### src/rtl/blk_chk_pkg.sv
package blk_chk_pkg;
  localparam int BYTE_W = 8;
  localparam int CHK_W  = 2 * BYTE_W;
  localparam logic [CHK_W-1:0] CRC_POLY = 16'h1021;
  localparam logic [CHK_W-1:0] CRC_INIT = 16'hFFFF;
  localparam logic [CHK_W-1:0] LRC_INIT = '0;

  typedef enum logic [1:0] {PH_DATA, PH_CK_FIRST, PH_CK_LAST} tx_phase_e;

  function automatic logic [CHK_W-1:0] crc_step(logic [CHK_W-1:0] c, logic [BYTE_W-1:0] d);
    logic [CHK_W-1:0] r;
    r = c ^ {d, {(CHK_W-BYTE_W){1'b0}}};
    for (int i = 0; i < BYTE_W; i++)
      r = r[CHK_W-1] ? ((r << 1) ^ CRC_POLY) : (r << 1);
    return r;
  endfunction
endpackage

### src/rtl/chk_accum.sv
module chk_accum
  import blk_chk_pkg::*;
(
  input  logic              clk_i,
  input  logic              rst_ni,
  input  logic              adv_i,
  input  logic              sop_i,
  input  logic              crc_i,
  input  logic [BYTE_W-1:0] data_i,
  output logic [CHK_W-1:0]  acc_o
);
  logic [CHK_W-1:0] base, nxt;

  always_comb begin
    base = sop_i ? (crc_i ? CRC_INIT : LRC_INIT) : acc_o;
    if (crc_i) nxt = crc_step(base, data_i);
    else       nxt = {{(CHK_W-BYTE_W){1'b0}}, base[BYTE_W-1:0] ^ data_i};
  end

  always_ff @(posedge clk_i or negedge rst_ni) begin
    if (!rst_ni)    acc_o <= '0;
    else if (adv_i) acc_o <= nxt;
  end
endmodule

### src/rtl/tx_check_insert.sv
module tx_check_insert
  import blk_chk_pkg::*;
(
  input  logic              clk_i,
  input  logic              rst_ni,
  input  logic              active_i,
  input  logic              crc_i,
  input  logic              in_valid_i,
  input  logic [BYTE_W-1:0] in_data_i,
  input  logic              in_last_i,
  output logic              in_ready_o,
  output logic              out_valid_o,
  output logic [BYTE_W-1:0] out_data_o,
  input  logic              out_ready_i,
  input  logic [CHK_W-1:0]  acc_i,
  output logic              adv_o,
  output logic              chk_phase_o
);
  tx_phase_e phase_q, phase_d;
  logic      two_q, two_d;
  logic      take;

  assign take        = (phase_q == PH_DATA) && in_valid_i && out_ready_i;
  assign adv_o       = take && active_i;
  assign chk_phase_o = (phase_q != PH_DATA);

  always_comb begin
    phase_d     = phase_q;
    two_d       = two_q;
    in_ready_o  = 1'b0;
    out_valid_o = 1'b1;
    out_data_o  = acc_i[BYTE_W-1:0];
    unique case (phase_q)
      PH_DATA: begin
        in_ready_o  = out_ready_i;
        out_valid_o = in_valid_i;
        out_data_o  = in_data_i;
        if (adv_o && in_last_i) begin
          phase_d = PH_CK_FIRST;
          two_d   = crc_i;
        end
      end
      PH_CK_FIRST: begin
        // CRC sends its high byte first; LRC has only one byte
        out_data_o = two_q ? acc_i[CHK_W-1:BYTE_W] : acc_i[BYTE_W-1:0];
        if (out_ready_i) phase_d = two_q ? PH_CK_LAST : PH_DATA;
      end
      default: begin
        if (out_ready_i) phase_d = PH_DATA;
      end
    endcase
  end

  always_ff @(posedge clk_i or negedge rst_ni) begin
    if (!rst_ni) begin
      phase_q <= PH_DATA;
      two_q   <= 1'b0;
    end else begin
      phase_q <= phase_d;
      two_q   <= two_d;
    end
  end
endmodule

### src/rtl/blk_check_unit.sv
module blk_check_unit
  import blk_chk_pkg::*;
(
  input  logic              clk_i,
  input  logic              rst_ni,
  input  logic              proto_blk_i,
  input  logic              chk_en_i,
  input  logic              crc_mode_i,
  input  logic              tx_in_valid_i,
  input  logic [BYTE_W-1:0] tx_in_data_i,
  input  logic              tx_in_sop_i,
  input  logic              tx_in_last_i,
  output logic              tx_in_ready_o,
  output logic              tx_out_valid_o,
  output logic [BYTE_W-1:0] tx_out_data_o,
  input  logic              tx_out_ready_i,
  input  logic              rx_valid_i,
  input  logic [BYTE_W-1:0] rx_data_i,
  input  logic              rx_sop_i,
  output logic [BYTE_W-1:0] chk_lo_o,
  output logic [BYTE_W-1:0] chk_hi_o,
  output logic              rx_good_o
);
  logic             active;
  logic [CHK_W-1:0] tx_acc, rx_acc;
  logic             tx_adv;
  logic             chk_phase;

  assign active = proto_blk_i && chk_en_i;

  tx_check_insert u_tx (
    .clk_i, .rst_ni,
    .active_i    (active),
    .crc_i       (crc_mode_i),
    .in_valid_i  (tx_in_valid_i),
    .in_data_i   (tx_in_data_i),
    .in_last_i   (tx_in_last_i),
    .in_ready_o  (tx_in_ready_o),
    .out_valid_o (tx_out_valid_o),
    .out_data_o  (tx_out_data_o),
    .out_ready_i (tx_out_ready_i),
    .acc_i       (tx_acc),
    .adv_o       (tx_adv),
    .chk_phase_o (chk_phase)
  );

  chk_accum u_tx_acc (
    .clk_i, .rst_ni,
    .adv_i  (tx_adv),
    .sop_i  (tx_in_sop_i),
    .crc_i  (crc_mode_i),
    .data_i (tx_in_data_i),
    .acc_o  (tx_acc)
  );

  chk_accum u_rx_acc (
    .clk_i, .rst_ni,
    .adv_i  (rx_valid_i && active),
    .sop_i  (rx_sop_i),
    .crc_i  (crc_mode_i),
    .data_i (rx_data_i),
    .acc_o  (rx_acc)
  );

  assign chk_lo_o  = rx_acc[BYTE_W-1:0];
  assign chk_hi_o  = rx_acc[CHK_W-1:BYTE_W];
  assign rx_good_o = (rx_acc == '0);
endmodule

### config.mk
export PLATFORM = sky130hd
export DESIGN_NAME = blk_check_unit
export DESIGN_NICKNAME = d
export VERILOG_FILES = /design/src/rtl/blk_chk_pkg.sv /design/src/rtl/chk_accum.sv /design/src/rtl/tx_check_insert.sv /design/src/rtl/blk_check_unit.sv
export SDC_FILE = /design/constraint.sdc
export NUM_CORES = 1
export LEC_CHECK = 0
export ABC_AREA = 1
export BUFFER_PORTS_ARGS = -buffer_cell sky130_fd_sc_hd__buf_4
export CAP_MARGIN = 20
export CORE_ASPECT_RATIO = 1.4
export CORE_MARGIN = 1.5
export CORE_UTILIZATION = 50
export CTS_CLUSTER_SIZE = 12
export DETAILED_ROUTE_END_ITERATION = 12
export PLACE_DENSITY = 0.72
export SLEW_MARGIN = 20
export SYNTH_ARGS = -nofsm -noshare
export SYNTH_HDL_FRONTEND = slang
export SYNTH_HIERARCHICAL = 1
export SYNTH_SLANG_ARGS = --single-unit
### constraint.sdc
create_clock -name clk_i -period 2.4 [get_ports clk_i]
set_clock_uncertainty 0.05 [all_clocks]
set_input_delay 0.12 -clock clk_i [delete_from_list [all_inputs] [get_ports clk_i]]
set_output_delay 0.12 -clock clk_i [all_outputs]
set_load 0.01 [all_outputs]
-- Yosys cells after proc, flatten, opt, wreduce, memory -nomap -nowiden
Cells that the tools add are included.
- bitwise gates (word level): 20
- shifts and indexed selects: 0
- muxes and demuxes: 30
- divide/modulo/power cells: 0
- add/sub/neg operators: 0
- equality and inequality tests: 3
- $mul: 0
- magnitude comparators: 0
- reduce and logical (&&, ||, !) cells: 11
- operators by type and width (cell ; number):
    2-to-1 mux 13 bit ; 16
    2-to-1 mux 16 bit ; 5
    NOT 3 bit ; 16
    XOR 16 bit ; 2
    zero test 16 bit ; 1
    case mux 8 bit (2 select lines) ; 1
    XOR 8 bit ; 2
    2-to-1 mux 2 bit ; 4
    2-to-1 mux 8 bit ; 1
    logical AND 1 bit ; 6
    != test 2 bit (second input constant) ; 2
    case mux 2 bit (2 select lines) ; 1
    AND reduction 3 bit ; 1
    equality test 2 x 1 -> 1 bit (second input constant) ; 1
    zero test 2 bit ; 1
    2-to-1 mux 1 bit ; 2
    AND reduction 2 bit ; 1
    nonzero test 2 bit ; 1
- register bits: 35
- memory bits (read-only): 0
- latch bits: 0
- memories: 0
- bits of input ports: 27
- RAM bits: 0

-- Logic depth before layout (Yosys ltp)
- depth in word-level cells: 20
- depth in mapped cells: 12
- gate-level depth less buffers: 11

-- By module
Netlist, hierarchy kept.
- by module, submodules not included (module ; instances ; cells each ; area each (um2)):
    chk_accum (u_rx_acc) ; 1 ; 216 ; 1392.6
    chk_accum (u_tx_acc) ; 1 ; 224 ; 1388.8
    tx_check_insert ; 1 ; 59 ; 362.8
    blk_check_unit ; 1 ; 31 ; 118.9

-- Worst setup path after synthesis
No wires, ideal clock.
- path type: reg-to-reg
- start: register u_tx.phase_q[0]
- end: register u_tx_acc.acc_o[2]
- stages on the path, launching flop included: 9
- path buffers: 1
- path slack: 0.609 ns
- arrival time: 1.676 ns
- setup time: 0.065 ns
- data required time: 2.285 ns
- path through: dfrtp_1 nor2_4 inv_2 nor3_1 inv_1 dlygate4sd1_1 a21oi_1 nand2_1 nand2_1
- longest elaborated chain between the ends: 4
- RTL lines (item ; line ; text):
    start, declared ; tx_check_insert.sv:19 ; tx_phase_e phase_q, phase_d;
    start signal, assigned ; tx_check_insert.sv:59 ; phase_q <= phase_d;
    zero test 2 bit ; tx_check_insert.sv:23 ; assign take = (phase_q == PH_DATA) && in_valid_i && out_ready_i;
    logical AND 1 bit (2 in series) ; tx_check_insert.sv:23 ;
    logical AND 1 bit ; tx_check_insert.sv:24 ; assign adv_o = take && active_i;
    net tx_adv ; blk_check_unit.sv:26 ; logic tx_adv;
    end signal, assigned ; chk_accum.sv:22 ; else if (adv_i) acc_o <= nxt;
    end, declared ; chk_accum.sv:10 ; output logic [CHK_W-1:0] acc_o
The timed path passes the listed nets, and every way through them passes these cells.
A chain may end at the register's enable or synchronous reset.

-- Final worst setup path
- start: register u_tx.phase_q[1]
- end: register u_tx_acc.acc_o[4]
The elaborated chain is that of the path after synthesis.

==> results by group <==
Logic synthesis
  – Synthesized area: around 0.0033 mm^2
  – Synth Area per Inst: 6.16 um^2
  – Number of synthesized flops with an enable pin: 0
  – Async set-or-reset flop fraction in the synthesized netlist: 100%
  – Unique cell type count in the Yosys netlist: 35
  – Top-count cell post-synth: nand2_1
  – Cells after Synth: 530
  – Ranking of synthesized cells by area: dfrtp_1, nand2_1, nand3_1
  – Synth Register Bits: 35
  – Synth top area share: 26.8%
  – Synth warn: 6
  – Register area share after synthesis: 26.8%
  – Top_reg_cell synth: dfrtp_1
  – Area leader, netlist: dfrtp_1
  – Post-synth top cells: nand2_1, nand3_1, inv_1
  – Syn nets: 557

Drt
  – Drt via density: between 5 and 6
  – Detail Route Antenna Nets: 0
  – WL/cell: 14.2 um
  – Routed wire length: 9240 um
  – Starting DRT DRC Count: 314
  – DRT Pass-1 Iters: 6
  – Vias: 3603
  – Remaining DRCs: 0

GRT
  – First-pass GRT wire length: 15300 um
  – Grt ovf: 0
  – Largest net degree at the start of global routing: 36
  – GR met3 Demand/Resource: 3.99%
  – GRT Overall Usage: a little over a quarter
  – GR met2 Demand/Resource: between 40% and 50%
  – Met1 Use GR: 30.0%
  – Global routing's busiest layer: met2
  – Initial antenna violation count: 0
  – Vias in the first global route: 3474

Clock tree
  – # H-tree levels: 2
  – Clock-pin slew on the worst setup and hold paths: 0.07 ns
  – CTS buffer count: 5
  – CTS tree: yes
  – CTS sink count: 35
  – Worst skew pair latency: between 0.2 and 0.3 ns
  – Clk buf depth: 2
  – CTS Root Cell: clkbuf_8
  – Setup bufs post-CTS: 0

Finish
  – ANT cells: 0
  – Fraction of layout instances using a drive strength above 1: 18.6%
  – Fin nets: 607
  – Layout area overhead: 14.6%

Min path
  – Worst Hold Path EP: u_tx/phase_q[1]
  – Min-Delay Path Class: primary input to register
  – WHS Path Cells: 3
  – Hold path start: tx_out_ready_i

Power
  – Largest vdd supply drop: 0.312 mV
  – Cell Pwr Density: 619 mW/mm^2
  – Leak: approximately 2.1 nW

Floorplanning
  – Io pins: 54
  – Placement row count: 34
  – Initial core utilization: 52.2%
  – Core Region: ~0.0063 mm^2
  – Die area: approximately 0.007 mm^2
  – Die height: slightly below 100 um
  – Horiz. Die Dim: 71.3 um

STA
  – Hold Slack: 0.0987 ns
  – Min cycle time layout: between 1.5 and 2 ns
  – Worst-margin pin slew: 0.651 ns
  – RSZ-0062 raised after global routing: false
  – Slew Viols, Final: 0
  – TNS Setup: 0 ns
  – Fmax: 509 MHz
  – Final hold vios: 0
  – Tcrit/Tclk final: approximately four fifths
  – Setup violators final: 0
  – Slew Limit Headroom: 56.6%

Worst setup path
  – Critical path cell sequence: nor2_4, inv_2, nor3_1, inv_1, a21oi_1, o21ai_0, nand2_1
  – Worst Path Max Fanout: 21
  – WP data required: 2.58 ns
  – Slowest CP cell: inv_1
  – Critical path arrival: between 2 and 2.5 ns
  – Worst Setup Path Type: register to register
  – Worst reg2reg setup slack: 0.43 ns
  – RR Startpoint: u_tx/phase_q[1]
  – Reg-to-Reg End: u_tx_acc/acc_o[4]
  – CP startpoint kind: register
  – Critical path's largest stage delay: 0.45 ns
  – Worst path bufs/invs: 2
  – R2R depth: 7
  – Crit path capture type: register
  – CP top delay family: simple AND/OR/NAND/NOR gates

Placement
  – HPWL Detailed: just under 7000 um
  – Port-buffer cells: 53
  – Gp weighted congestion: 0.894

Job
  – Max_cap viols: 0

Status
  – Status: finished, final reports clean
per-stage QoR:
stage	std cells	setup slack [ns]	utilization (%)	power (mW)	area (um^2)
final	652	0.433	59.8	2.31	3740
after floorplan	530	0.609	-	1.50	3260
after global routing	652	0.174	59.8	2.48	3740
after CTS	652	0.411	59.8	2.32	3740
after global placement	644	0.556	58.3	1.83	3640
after detailed placement	644	0.425	58.3	1.86	3640
metal layers:
| layer | wire length (um) | vias to the layer above |
|---|---|---|
| met4 | 277 | 0 |
| li1 | - | 1777 |
| met1 | 3540 | 1683 |
| met2 | 4960 | 122 |
| met3 | 458 | 21 |
| met5 | 0 | - |
flip-flops by register name, indices dropped and copies added (netlist names):
signal,flops
u_rx_acc/acc_o,16
u_tx_acc/acc_o,16
u_tx/phase_q,2
u_tx/two_q,1
cell type report:
cell class	instances	area, um^2
Inverter	61	229
Tap cell	72	90.1
Clock inverter	1	5.00
Multi-Input combinational cell	420	2030
Sequential cell	35	876
Clock buffer	6	82.6
Timing Repair Buffer	57	430
Fill cell	621	2510
power by group:
group,switching (mW),internal [mW]
registers,0.133,0.710
logic,0.607,0.408
clock network,0.231,0.226
total,0.971,1.34
logic make-up (layout without fill, tap and decap cells):
| kind of cell | Yosys count | in the layout | share of synthesized area (%) |
|---|---|---|---|
| simple gates | 348 | 348 | 47.5 |
| xor+xnor | 12 | 12 | 4.03 |
| flops | 35 | 35 | 26.8 |
| buf+inv | 75 | 125 | 11.0 |
| compound gates | 60 | 60 | 10.6 |
worst max path at each step:
stage / from / endpoint / slack, ns / cells after the start
final: u_tx/phase_q[1] / u_tx_acc/acc_o[4] / 0.43 / 7
after floorplan: u_tx/phase_q[0] / u_tx_acc/acc_o[2] / 0.61 / 8
after global routing: u_tx/phase_q[1] / u_tx_acc/acc_o[3] / 0.17 / 7
after CTS: u_tx/phase_q[1] / u_tx_acc/acc_o[4] / 0.41 / 7
after global placement: u_tx/phase_q[0] / u_tx_acc/acc_o[4] / 0.56 / 7
after detailed placement: u_tx/phase_q[1] / u_tx_acc/acc_o[4] / 0.42 / 7
timing repair:
item / in CTS / in global routing
endpoints found under the hold margin: 35 / 0
hold buffers: 1 / 0
resized for setup: 0 / 0
placed cells by master, fill, tap and decap left out, drive strengths merged, types with 2 or more instances in the layout:
| master | n |
|---|---|
| nand3b | 4 |
| clkinv | 2 |
| nand3 | 60 |
| a21oi | 22 |
| dfrtp | 35 |
| o21ai | 22 |
| buf | 56 |
| inv | 60 |
| nor2 | 25 |
| a31oi | 2 |
| o211ai | 9 |
| clkbuf | 6 |
| o22ai | 4 |
| xor2 | 11 |
| nand4 | 3 |
| nand2 | 253 |
worst register-to-register path, delay by kind of cell, from the launching register on:
| family | cells | cell delay [ns] |
|---|---|---|
| buf+inv | 2 | 0.50 |
| compound gates | 2 | 0.32 |
| flops | 1 | 0.44 |
| simple gates | 3 | 0.60 |
Power figures use the tool's default switching activity.
